`config.mk`:
```
export PLATFORM = sky130hd
export DESIGN_NAME = fe_fetch_interlock
export DESIGN_NICKNAME = d
export VERILOG_FILES = /design/src/rtl/fe_pkg.sv /design/src/rtl/fe_pc_gen.sv /design/src/rtl/fe_pipe_reg.sv /design/src/rtl/fe_hazard_detect.sv /design/src/rtl/fe_fetch_interlock.sv
export SDC_FILE = /design/constraint.sdc
export NUM_CORES = 1
export LEC_CHECK = 0
export ABC_CLOCK_PERIOD_IN_PS = 2200
export BUFFER_PORTS_ARGS = -buffer_cell sky130_fd_sc_hd__buf_2
export CORE_MARGIN = 10
export CORE_UTILIZATION = 25
export DETAILED_ROUTE_END_ITERATION = 10
export PLACE_DENSITY_LB_ADDON = 0.15
export SLEW_MARGIN = 20
export SYNTH_ARGS = -nofsm -noshare
export SYNTH_HDL_FRONTEND = slang
export SYNTH_SLANG_ARGS = --single-unit
```
`constraint.sdc`:
```
create_clock -name clk -period 2.2 [get_ports clk]
set_input_delay 0.22 -clock clk [delete_from_list [all_inputs] [get_ports clk]]
set_output_delay 0.22 -clock clk [all_outputs]
set_load 0.05 [all_outputs]
```
`src/rtl/fe_pkg.sv`:
```
package fe_pkg;

   typedef struct packed {
      logic is_load;
      logic use_rs;
      logic use_rt;
   } insn_flags_t;

   localparam insn_flags_t FLAGS_NONE = '{is_load: 1'b0, use_rs: 1'b0, use_rt: 1'b0};

   function automatic bit is_pow2(input int unsigned v);
      return (v != 0) && ((v & (v - 1)) == 0);
   endfunction

endpackage

```
`src/rtl/fe_pc_gen.sv`:
```
module fe_pc_gen #(
   parameter int unsigned PC_W      = 12,
   parameter int unsigned ADDR_W    = 13,
   parameter int unsigned IMEM_BASE = 32'h1000
) (
   input  logic              clk,
   input  logic              rst,
   input  logic              hold,
   output logic [PC_W-1:0]   pc_o,
   output logic [ADDR_W-1:0] addr_o
);
   localparam logic [ADDR_W-1:0] BASE = ADDR_W'(IMEM_BASE);
   localparam logic [PC_W-1:0]   STEP = PC_W'(4);

   logic [PC_W-1:0] pc_q;

   always_ff @(posedge clk) begin
      if (rst)        pc_q <= '0;
      else if (!hold) pc_q <= pc_q + STEP;
   end

   assign pc_o   = pc_q;
   assign addr_o = BASE + ADDR_W'(pc_q);

   // free-running advance by one word, wrapping inside the space
   p_pc_advance_r2: assert property (@(posedge clk) disable iff (rst)
      !hold |=> pc_q == $past(pc_q) + STEP);

   // a stall freezes the fetch address
   p_pc_hold_r9: assert property (@(posedge clk) disable iff (rst)
      hold |=> pc_q == $past(pc_q));

   // word alignment is kept
   p_pc_aligned_r2: assert property (@(posedge clk) disable iff (rst)
      pc_q[1:0] == 2'b00);

endmodule

```
`src/rtl/fe_pipe_reg.sv`:
```
module fe_pipe_reg
   import fe_pkg::*;
#(
   parameter int unsigned PC_W    = 12,
   parameter int unsigned IW_W    = 32,
   parameter int unsigned OPC_W   = 6,
   parameter int unsigned NOP_OPC = 0
) (
   input  logic              clk,
   input  logic              rst,
   input  logic              en,
   input  logic              kill,
   input  logic [PC_W-1:0]   d_pc,
   input  logic [IW_W-1:0]   d_word,
   input  logic [OPC_W-1:0]  d_opc,
   input  insn_flags_t       d_flags,
   output logic [PC_W-1:0]   q_pc,
   output logic [IW_W-1:0]   q_word,
   output logic [OPC_W-1:0]  q_opc,
   output insn_flags_t       q_flags
);
   localparam logic [OPC_W-1:0] NOP = OPC_W'(NOP_OPC);

   always_ff @(posedge clk) begin
      if (rst) begin
         q_pc    <= '0;
         q_word  <= '0;
         q_opc   <= NOP;
         q_flags <= FLAGS_NONE;
      end else if (kill) begin
         q_pc    <= d_pc;
         q_word  <= '0;
         q_opc   <= NOP;
         q_flags <= FLAGS_NONE;
      end else if (en) begin
         q_pc    <= d_pc;
         q_word  <= d_word;
         q_opc   <= d_opc;
         q_flags <= d_flags;
      end
   end

   // a disabled, unkilled register keeps its contents
   p_reg_hold_r9: assert property (@(posedge clk) disable iff (rst)
      (!en && !kill) |=> ($stable(q_word) && $stable(q_pc) && $stable(q_flags)));

endmodule

```
`src/rtl/fe_hazard_detect.sv`:
```
module fe_hazard_detect #(
   parameter int unsigned REG_W          = 5,
   parameter bit          ZERO_HARDWIRED = 1'b1
) (
   input  logic             clk,
   input  logic             rst,
   input  logic             prev_is_load,
   input  logic [REG_W-1:0] ld_dest,
   input  logic [REG_W-1:0] src_rs,
   input  logic [REG_W-1:0] src_rt,
   input  logic             use_rs,
   input  logic             use_rt,
   output logic             stall
);
   logic [REG_W-1:0] src [2];
   logic [1:0]       use_v;
   logic [1:0]       hit;
   logic             dest_live;

   assign src[0] = src_rs;
   assign src[1] = src_rt;
   assign use_v  = {use_rt, use_rs};

   for (genvar i = 0; i < 2; i++) begin : g_opnd
      assign hit[i] = use_v[i] && (src[i] == ld_dest);
   end

   if (ZERO_HARDWIRED) begin : g_zero_fixed
      assign dest_live = |ld_dest;
      // register zero never triggers the interlock
      p_zero_never_stalls_r7: assert property (@(posedge clk) disable iff (rst)
         (ld_dest == '0) |-> !stall);
   end else begin : g_zero_plain
      assign dest_live = 1'b1;
   end

   assign stall = prev_is_load && dest_live && (|hit);

   // only a load in execute can stall
   p_needs_load_r4: assert property (@(posedge clk) disable iff (rst)
      !prev_is_load |-> !stall);

   // an operand that is not read never causes a stall
   p_unused_operands_r6: assert property (@(posedge clk) disable iff (rst)
      (!use_rs && !use_rt) |-> !stall);

endmodule

```
`src/rtl/fe_fetch_interlock.sv`:
```
module fe_fetch_interlock
   import fe_pkg::*;
#(
   parameter int unsigned IMEM_BYTES     = 4096,
   parameter int unsigned IMEM_BASE      = 32'h1000,
   parameter int unsigned ADDR_W         = 13,
   parameter int unsigned IW_W           = 32,
   parameter int unsigned OPC_W          = 6,
   parameter int unsigned NOP_OPC        = 0,
   parameter int unsigned REG_W          = 5,
   parameter int unsigned RS_LSB         = 21,
   parameter int unsigned RT_LSB         = 16,
   parameter bit          ZERO_HARDWIRED = 1'b1,
   localparam int unsigned PC_W          = $clog2(IMEM_BYTES)
) (
   input  logic              clk,
   input  logic              rst,
   output logic [ADDR_W-1:0] imem_addr,
   input  logic [IW_W-1:0]   imem_word,
   input  logic [OPC_W-1:0]  imem_opc,
   input  logic              imem_is_load,
   input  logic              imem_use_rs,
   input  logic              imem_use_rt,
   input  logic [REG_W-1:0]  ld_dest,
   output logic [PC_W-1:0]   de_pc,
   output logic [IW_W-1:0]   de_word,
   output logic [OPC_W-1:0]  de_opc,
   output logic              de_is_load,
   output logic              de_use_rs,
   output logic              de_use_rt,
   output logic              stall
);
   // elaboration-time parameter checks
   if (!is_pow2(IMEM_BYTES) || IMEM_BYTES < 8) begin : g_bad_size
      $error("IMEM_BYTES must be a power of two of at least 8");
   end
   if ((IMEM_BASE % IMEM_BYTES) != 0) begin : g_bad_base
      $error("IMEM_BASE must be aligned to IMEM_BYTES");
   end
   if (longint'(IMEM_BASE) + longint'(IMEM_BYTES) > (longint'(1) << ADDR_W)) begin : g_bad_addr
      $error("ADDR_W too narrow for IMEM_BASE + IMEM_BYTES");
   end
   if (RS_LSB + REG_W > IW_W || RT_LSB + REG_W > IW_W) begin : g_bad_fields
      $error("register fields exceed the instruction word");
   end

   localparam logic [OPC_W-1:0] NOP = OPC_W'(NOP_OPC);

   logic [PC_W-1:0]  pc;
   insn_flags_t      in_flags;
   logic [PC_W-1:0]  fd_pc;
   logic [IW_W-1:0]  fd_word;
   logic [OPC_W-1:0] fd_opc;
   insn_flags_t      fd_flags;
   insn_flags_t      de_flags;

   assign in_flags = '{is_load: imem_is_load, use_rs: imem_use_rs, use_rt: imem_use_rt};

   fe_pc_gen #(
      .PC_W      (PC_W),
      .ADDR_W    (ADDR_W),
      .IMEM_BASE (IMEM_BASE)
   ) u_pc (
      .clk    (clk),
      .rst    (rst),
      .hold   (stall),
      .pc_o   (pc),
      .addr_o (imem_addr)
   );

   fe_pipe_reg #(
      .PC_W (PC_W), .IW_W (IW_W), .OPC_W (OPC_W), .NOP_OPC (NOP_OPC)
   ) u_fd (
      .clk     (clk),
      .rst     (rst),
      .en      (!stall),
      .kill    (1'b0),
      .d_pc    (pc),
      .d_word  (imem_word),
      .d_opc   (imem_opc),
      .d_flags (in_flags),
      .q_pc    (fd_pc),
      .q_word  (fd_word),
      .q_opc   (fd_opc),
      .q_flags (fd_flags)
   );

   fe_hazard_detect #(
      .REG_W          (REG_W),
      .ZERO_HARDWIRED (ZERO_HARDWIRED)
   ) u_hz (
      .clk          (clk),
      .rst          (rst),
      .prev_is_load (de_flags.is_load),
      .ld_dest      (ld_dest),
      .src_rs       (fd_word[RS_LSB +: REG_W]),
      .src_rt       (fd_word[RT_LSB +: REG_W]),
      .use_rs       (fd_flags.use_rs),
      .use_rt       (fd_flags.use_rt),
      .stall        (stall)
   );

   fe_pipe_reg #(
      .PC_W (PC_W), .IW_W (IW_W), .OPC_W (OPC_W), .NOP_OPC (NOP_OPC)
   ) u_de (
      .clk     (clk),
      .rst     (rst),
      .en      (1'b1),
      .kill    (stall),
      .d_pc    (fd_pc),
      .d_word  (fd_word),
      .d_opc   (fd_opc),
      .d_flags (fd_flags),
      .q_pc    (de_pc),
      .q_word  (de_word),
      .q_opc   (de_opc),
      .q_flags (de_flags)
   );

   assign de_is_load = de_flags.is_load;
   assign de_use_rs  = de_flags.use_rs;
   assign de_use_rt  = de_flags.use_rt;

   // the cycle after a stall shows the no-op bubble in execute
   p_bubble_shape_r8: assert property (@(posedge clk) disable iff (rst)
      stall |=> (de_word == '0 && de_opc == NOP && !de_is_load && !de_use_rs && !de_use_rt));

   // the bubble carries the program counter of the held instruction
   p_bubble_pc_r8: assert property (@(posedge clk) disable iff (rst)
      stall |=> de_pc == $past(fd_pc));

   // never two stall cycles in a row
   p_single_stall_r10: assert property (@(posedge clk) disable iff (rst)
      stall |=> !stall);

   // without a stall the decode instruction moves into execute unchanged
   p_forward_r3: assert property (@(posedge clk) disable iff (rst)
      !stall |=> (de_word == $past(fd_word) && de_pc == $past(fd_pc)));

endmodule

```
==> impl_metrics.json, run 1 <==
{
  "cts_buffer_depth": 2,
  "cts_sinks": 112,
  "core-area_um2": 15900,
  "numCtsBuffers": 9,
  "synth_top_cell_by_area": "dfxtp_1",
  "io_pins": 115,
  "vias": 3132,
  "crit_required_ps": 1980,
  "grt_pass1_wl_mm": 18.0,
  "instances_no_fill": 720,
  "cp_cell_sequence": "xnor2_1, nand4_1, o22a_4, nor2_4, buf_2",
  "path_class": "reg -> out",
  "place_ws_ps": 304,
  "multi_input_area_um2": 1580,
  "hold_viol_final": 0,
  "synth-edff-count": 0,
  "cp_data_arrival_time_ps": 1860,
  "grt_pass1_vias": 3255,
  "synth_area_um2": 4060,
  "async_flop_share": 0,
  "place.gp.congestion": 0.736,
  "grt_max_degree": 50,
  "drt-initial-drc-count": 119,
  "worst-path-stages": 5,
  "fin_skew_ps": 8.12,
  "avgSynthCellArea_um2": 10.1,
  "layout_common_cells": "112 x dfxtp_1, 109 x buf_2, 47 x nand3_1",
  "ys_ff_latch": 112,
  "synth_top_area_frac": 0.552,
  "leakage_nw": 2.16,
  "fin_crit_ps": 2080,
  "finish.utilization": 0.318,
  "fin_setup_tns_ps": 0,
  "synthToLayoutAreaGrowth_pct": 24.3,
  "hold_class": "in -> reg",
  "ys_seq_area_frac": 0.552,
  "cp-start-kind": "register",
  "finalSetupViolCount": 0,
  "synth_flop_cell": "dfxtp_1",
  "period_share": 0.945,
  "dp_cells": 705,
  "drt-vias-per-instance": 4.35,
  "final_cell_area_um2": 5050,
  "critPathMaxFanout": 17,
  "synthCells": 404,
  "power_density_nw_per_um2": 837,
  "ys_top_cells_by_area": "dfxtp_1 55%, and2_1 6.3%, nand3_1 5.8%, a21oi_1 5.4%, o21ai_0 4.8%",
  "end_kind": "primary output",
  "dpl-instance-area_um2": 4750,
  "clk_latency_ps": 350,
  "rows": 46,
  "cts_tree": "yes",
  "cp_slowest_cell": "o22a_4",
  "whs_ps": 131,
  "postCtsHoldBufs": 0,
  "max_freq_mhz": 481,
  "cp_top_family": "compound AO/OA/AOI/OAI gates",
  "hold_depth": 3,
  "die-height_um": 147,
  "die_area_um2": 21700,
  "die_w_um": 147,
  "post-cts-setup-buffer-count": 0,
  "clk_pin_slew_worst_paths_ps": 70,
  "setup_ws_ps": 121,
  "final_common_cell": "dfxtp_1",
  "grt_antenna_before_repair": 0,
  "antenna-diode-count": 0,
  "slowest_delay_ps": 400,
  "drcViolationCount": 0,
  "cp_num_buf_inv": 1,
  "ys_types": 34,
  "drt_pass1_iterations": 4,
  "drive_gt1_frac": 0.296,
  "yosys_warnings": 0,
  "ant_nets": 0,
  "run_status": "finished, final reports clean",
  "routed_wl_mm": 11.3,
  "slew_viol_final": 0,
  "h-tree-depth": 3,
  "grt_remaining_overflow": 0,
  "port_buffers": 109,
  "start_util": 0.256,
  "rr_worst_depth": 6,
  "max-vdd-ir-drop_v": 0.000353,
  "ctsRootBufferMaster": "clkbuf_16",
  "maxCapViolCount": 0,
  "p_total_mw": 4.23,
  "wl_per_cell_um": 15.7,
  "nFillCells": 1715,
  "register_area_um2": 2240,
  "hpwl_mm": 7.80,
  "finalNetCount": 549,
  "grtUsageTotal": 0.104
}
[sequential cells by signal, summed over array words and instances, names as in the netlist]
| signal | cells |
|---|---|
| u_pc.pc_o | 10 |
| u_fd.q_pc | 10 |
| u_de.q_flags | 3 |
| u_fd.q_flags | 3 |
| u_de.q_pc | 10 |
| u_de.q_opc | 6 |
| u_de.q_word | 32 |
| u_fd.q_word | 32 |
| u_fd.q_opc | 6 |
[cells in the mapped netlist, types with 2 or more instances]
| library cell | n |
|---|---|
| a21oi_1 | 44 |
| a21oi_2 | 3 |
| and2_1 | 41 |
| and3_1 | 3 |
| buf_2 | 6 |
| buf_4 | 6 |
| buf_6 | 13 |
| clkbuf_1 | 11 |
| conb_1 | 2 |
| dfxtp_1 | 112 |
| mux2_1 | 4 |
| mux2_2 | 4 |
| nand2_1 | 2 |
| nand3_1 | 47 |
| nand4_1 | 2 |
| nor2_1 | 8 |
| nor2b_1 | 18 |
| o2111ai_1 | 2 |
| o21ai_0 | 39 |
| o21ai_1 | 6 |
| o22a_1 | 9 |
| xnor2_1 | 10 |
[kinds of logic after synthesis]
kind of cell / synth area share
and+or+nand+nor: 0.174
DFF: 0.552
AOI/OAI and AO/OA: 0.159
buffers and inverters: 0.0668
xor gates and xnor gates: 0.0216
muxes: 0.0222
other: 0.00185
adders and majority gates: 0.00308
[metal layers]
metal	track usage	share of wire
met5	0	0
met1	0.123	0.46
met2	0.165	0.45
met3	0.0375	0.069
met4	0.0496	0.018
[area by class of cell]
type / count / area share
Multi-Input combinational cell: 257 / 0.312
Clock inverter: 5 / 0.0111
Clock buffer: 10 / 0.0473
Timing Repair Buffer: 120 / 0.132
Tap cell: 216 / 0.0535
Sequential cell: 112 / 0.444
[timing repair]
action                                  4_1_cts  5_1_grt
resized for setup                             0        1
hold endpoints to repair                      0        0
endpoints found under the setup margin        0        1
[worst register-to-register path, delay by kind of cell (launching register included)]
| kind | cells | cell delay, ps |
|---|---|---|
| AO/OA/AOI/OAI | 2 | 420 |
| flip-flops | 1 | 380 |
| multiplexers | 1 | 310 |
| buffers and inverters | 1 | 270 |
| AND/OR/NAND/NOR | 1 | 220 |
| XOR/XNOR | 1 | 130 |
[path summary, 6_finish.rpt]
| path | from | to | slack [ps] |
|---|---|---|---|
| min | imem_word[10] | u_fd.q_word[10] | 130 |
| min reg2reg | u_fd.q_opc[0] | u_de.q_opc[0] | 460 |
| max reg2reg | u_fd.q_word[22] | u_pc.pc_o[8] | 360 |
| max | u_fd.q_word[22] | stall | 120 |
[where the power goes]
part / switching [mW] / internal (mW)
combinational: 0.301 / 0.133
clock: 0.738 / 0.909
sequential: 0.0395 / 2.11
(Power assumes the default switching activity.)
==> run 2, diff against run 1 <==
--- a/config.mk
+++ b/config.mk
@@ -10,6 +10,7 @@
 export CORE_MARGIN = 10
 export CORE_UTILIZATION = 25
 export DETAILED_ROUTE_END_ITERATION = 10
+export GPL_TIMING_DRIVEN = 0
 export PLACE_DENSITY_LB_ADDON = 0.15
 export SLEW_MARGIN = 20
 export SYNTH_ARGS = -nofsm -noshare
==> run 2 against run 1 <==
Effect of this change:
- first-iteration DRC count shrank 11%
- global-route usage shrank 0.20 points
- core utilization grew 0.85 points
- routed wire length grew 0.65%
- clock-buffer cell count rose by 1
- worst setup slack improved by 31 ps
- register-to-register slack better by 60 ps
- final area rose by 2.7%
- via count grew 0.86%
- highest routed layer unchanged
==> impl_metrics.json, run 2 (same netlist as run 1, synthesis figures left out) <==
{
  "clk_pin_slew_worst_paths_ps": 70,
  "fin_setup_tns_ps": 0,
  "grtUsageTotal": 0.102,
  "hpwl_mm": 8.44,
  "synthToLayoutAreaGrowth_pct": 27.6,
  "cts_tree": "yes",
  "instances_no_fill": 746,
  "die_w_um": 147,
  "wl_per_cell_um": 15.2,
  "place.gp.congestion": 0.722,
  "rr_worst_depth": 6,
  "drt-vias-per-instance": 4.23,
  "cp_slowest_cell": "dfxtp_1",
  "dp_cells": 731,
  "grt_antenna_before_repair": 0,
  "min_from": "imem_word[23]",
  "crit_required_ps": 1980,
  "reg_top3": "u_de.q_word x32, u_fd.q_word x32",
  "cts_sinks": 112,
  "path_class": "reg -> out",
  "drive_gt1_frac": 0.304,
  "grt_remaining_overflow": 0,
  "die-height_um": 147,
  "end_kind": "primary output",
  "h-tree-depth": 3,
  "drcViolationCount": 0,
  "place_ws_ps": 202,
  "grt_pass1_wl_mm": 17.5,
  "finalSetupViolCount": 0,
  "hold_depth": 3,
  "worst_slew_pin_slew_ps": 512,
  "whs_ps": 131,
  "vias": 3159,
  "rsz0062_at_grt": "no",
  "hold_end": "u_fd.q_word[23]",
  "ant_nets": 0,
  "drt-initial-drc-count": 106,
  "rows": 46,
  "clk_latency_ps": 350,
  "p_total_mw": 4.22,
  "relSlewSlack": 0.659,
  "start_util": 0.256,
  "fin_crit_ps": 2050,
  "cp-start-kind": "register",
  "maxCapViolCount": 0,
  "die_area_um2": 21700,
  "critPathMaxFanout": 10,
  "numCtsBuffers": 9,
  "max-vdd-ir-drop_v": 0.000345,
  "io_pins": 115,
  "final_common_cell": "buf_2",
  "hold_class": "in -> reg",
  "reg2reg_to": "u_pc.pc_o[4]",
  "grt_pass1_vias": 3172,
  "port_buffers": 108,
  "cts_buffer_depth": 2,
  "leakage_nw": 2.24,
  "core-area_um2": 15900,
  "timing.reg2reg.setup_slack_ps": 420,
  "crit_path_frequent_cell": "buf_6",
  "cp_cell_sequence": "xnor2_1, nand4_1, o22a_2, buf_6, nor2_4, buf_6",
  "run_status": "finished, final reports clean",
  "drt_pass1_iterations": 4,
  "layout_common_cells": "113 x buf_2, 112 x dfxtp_1, 47 x nand3_1",
  "cp_data_arrival_time_ps": 1830,
  "period_share": 0.931,
  "slew_viol_final": 0,
  "max_freq_mhz": 488,
  "slowest_delay_ps": 390,
  "hold_viol_final": 0,
  "postCtsHoldBufs": 0,
  "fin_skew_ps": 6.60,
  "rr_startpoint": "u_fd.q_word[25]",
  "power_density_nw_per_um2": 813,
  "routed_wl_mm": 11.3,
  "grt_max_degree": 17,
  "ctsRootBufferMaster": "clkbuf_16",
  "finalNetCount": 576,
  "setup_ws_ps": 152,
  "antenna-diode-count": 0
}
## run 2: final cells by class
type	instances	area [um2]
plain buffers	38	272
clock buffers	11	243
clock inverters	3	43.8
fillers	1718	10700
multi-input cells	257	1560
flip-flops and latches	112	2240
well taps	216	270
repair buffers	109	554
## run 2: worst max-delay path, delay by kind of cell, from the launching register on
family / cells / cell delay, ps
buffers and inverters: 2 / 330
and+or+nand+nor: 2 / 310
DFF: 1 / 390
xor gates and xnor gates: 1 / 130
AOI/OAI and AO/OA: 1 / 320
## run 2: metal layers
layer / wire length (um) / GRT usage / vias up
li1: - / - / 1621
met1: 5460 / 0.128 / 1441
met2: 4850 / 0.154 / 84
met3: 799 / 0.0379 / 13
met4: 229 / 0.0456 / 0
met5: 0 / 0 / -
## run 2: per-stage QoR
step,cell area (um2),utilization
6_report,5180,0.326
4_1_cts,5180,0.326
3_5_place_dp,4880,0.307
3_3_place_gp,4880,0.307
2_1_floorplan,4070,-
5_1_grt,5180,0.326
## run 2: worst max-delay path by stage
stage | start | end | slack, ps | depth (start not counted)
after floorplan | u_pc.pc_o[5] | u_pc.pc_o[11] | 410 | 5
after global placement | ld_dest[0] | stall | 220 | 7
after detailed placement | ld_dest[0] | stall | 200 | 7
after CTS | u_fd.q_word[25] | stall | 100 | 6
after global routing | u_fd.q_word[25] | stall | 20 | 6
final | u_fd.q_word[25] | stall | 150 | 6
## run 2: where the power goes
part,leakage [nW],internal [mW],switching [mW],total (mW)
logic,1.18,0.146,0.301,0.447
clock network,0.141,0.903,0.717,1.62
registers,0.921,2.11,0.0406,2.15
total,2.24,3.16,1.06,4.22
## run 2: what timing repair did
| item | CTS | global route |
|---|---|---|
| gates resized for setup | 1 | 1 |
| pin swaps | 1 | 0 |
| setup endpoints to repair | 1 | 1 |
| setup buffers | 1 | 0 |
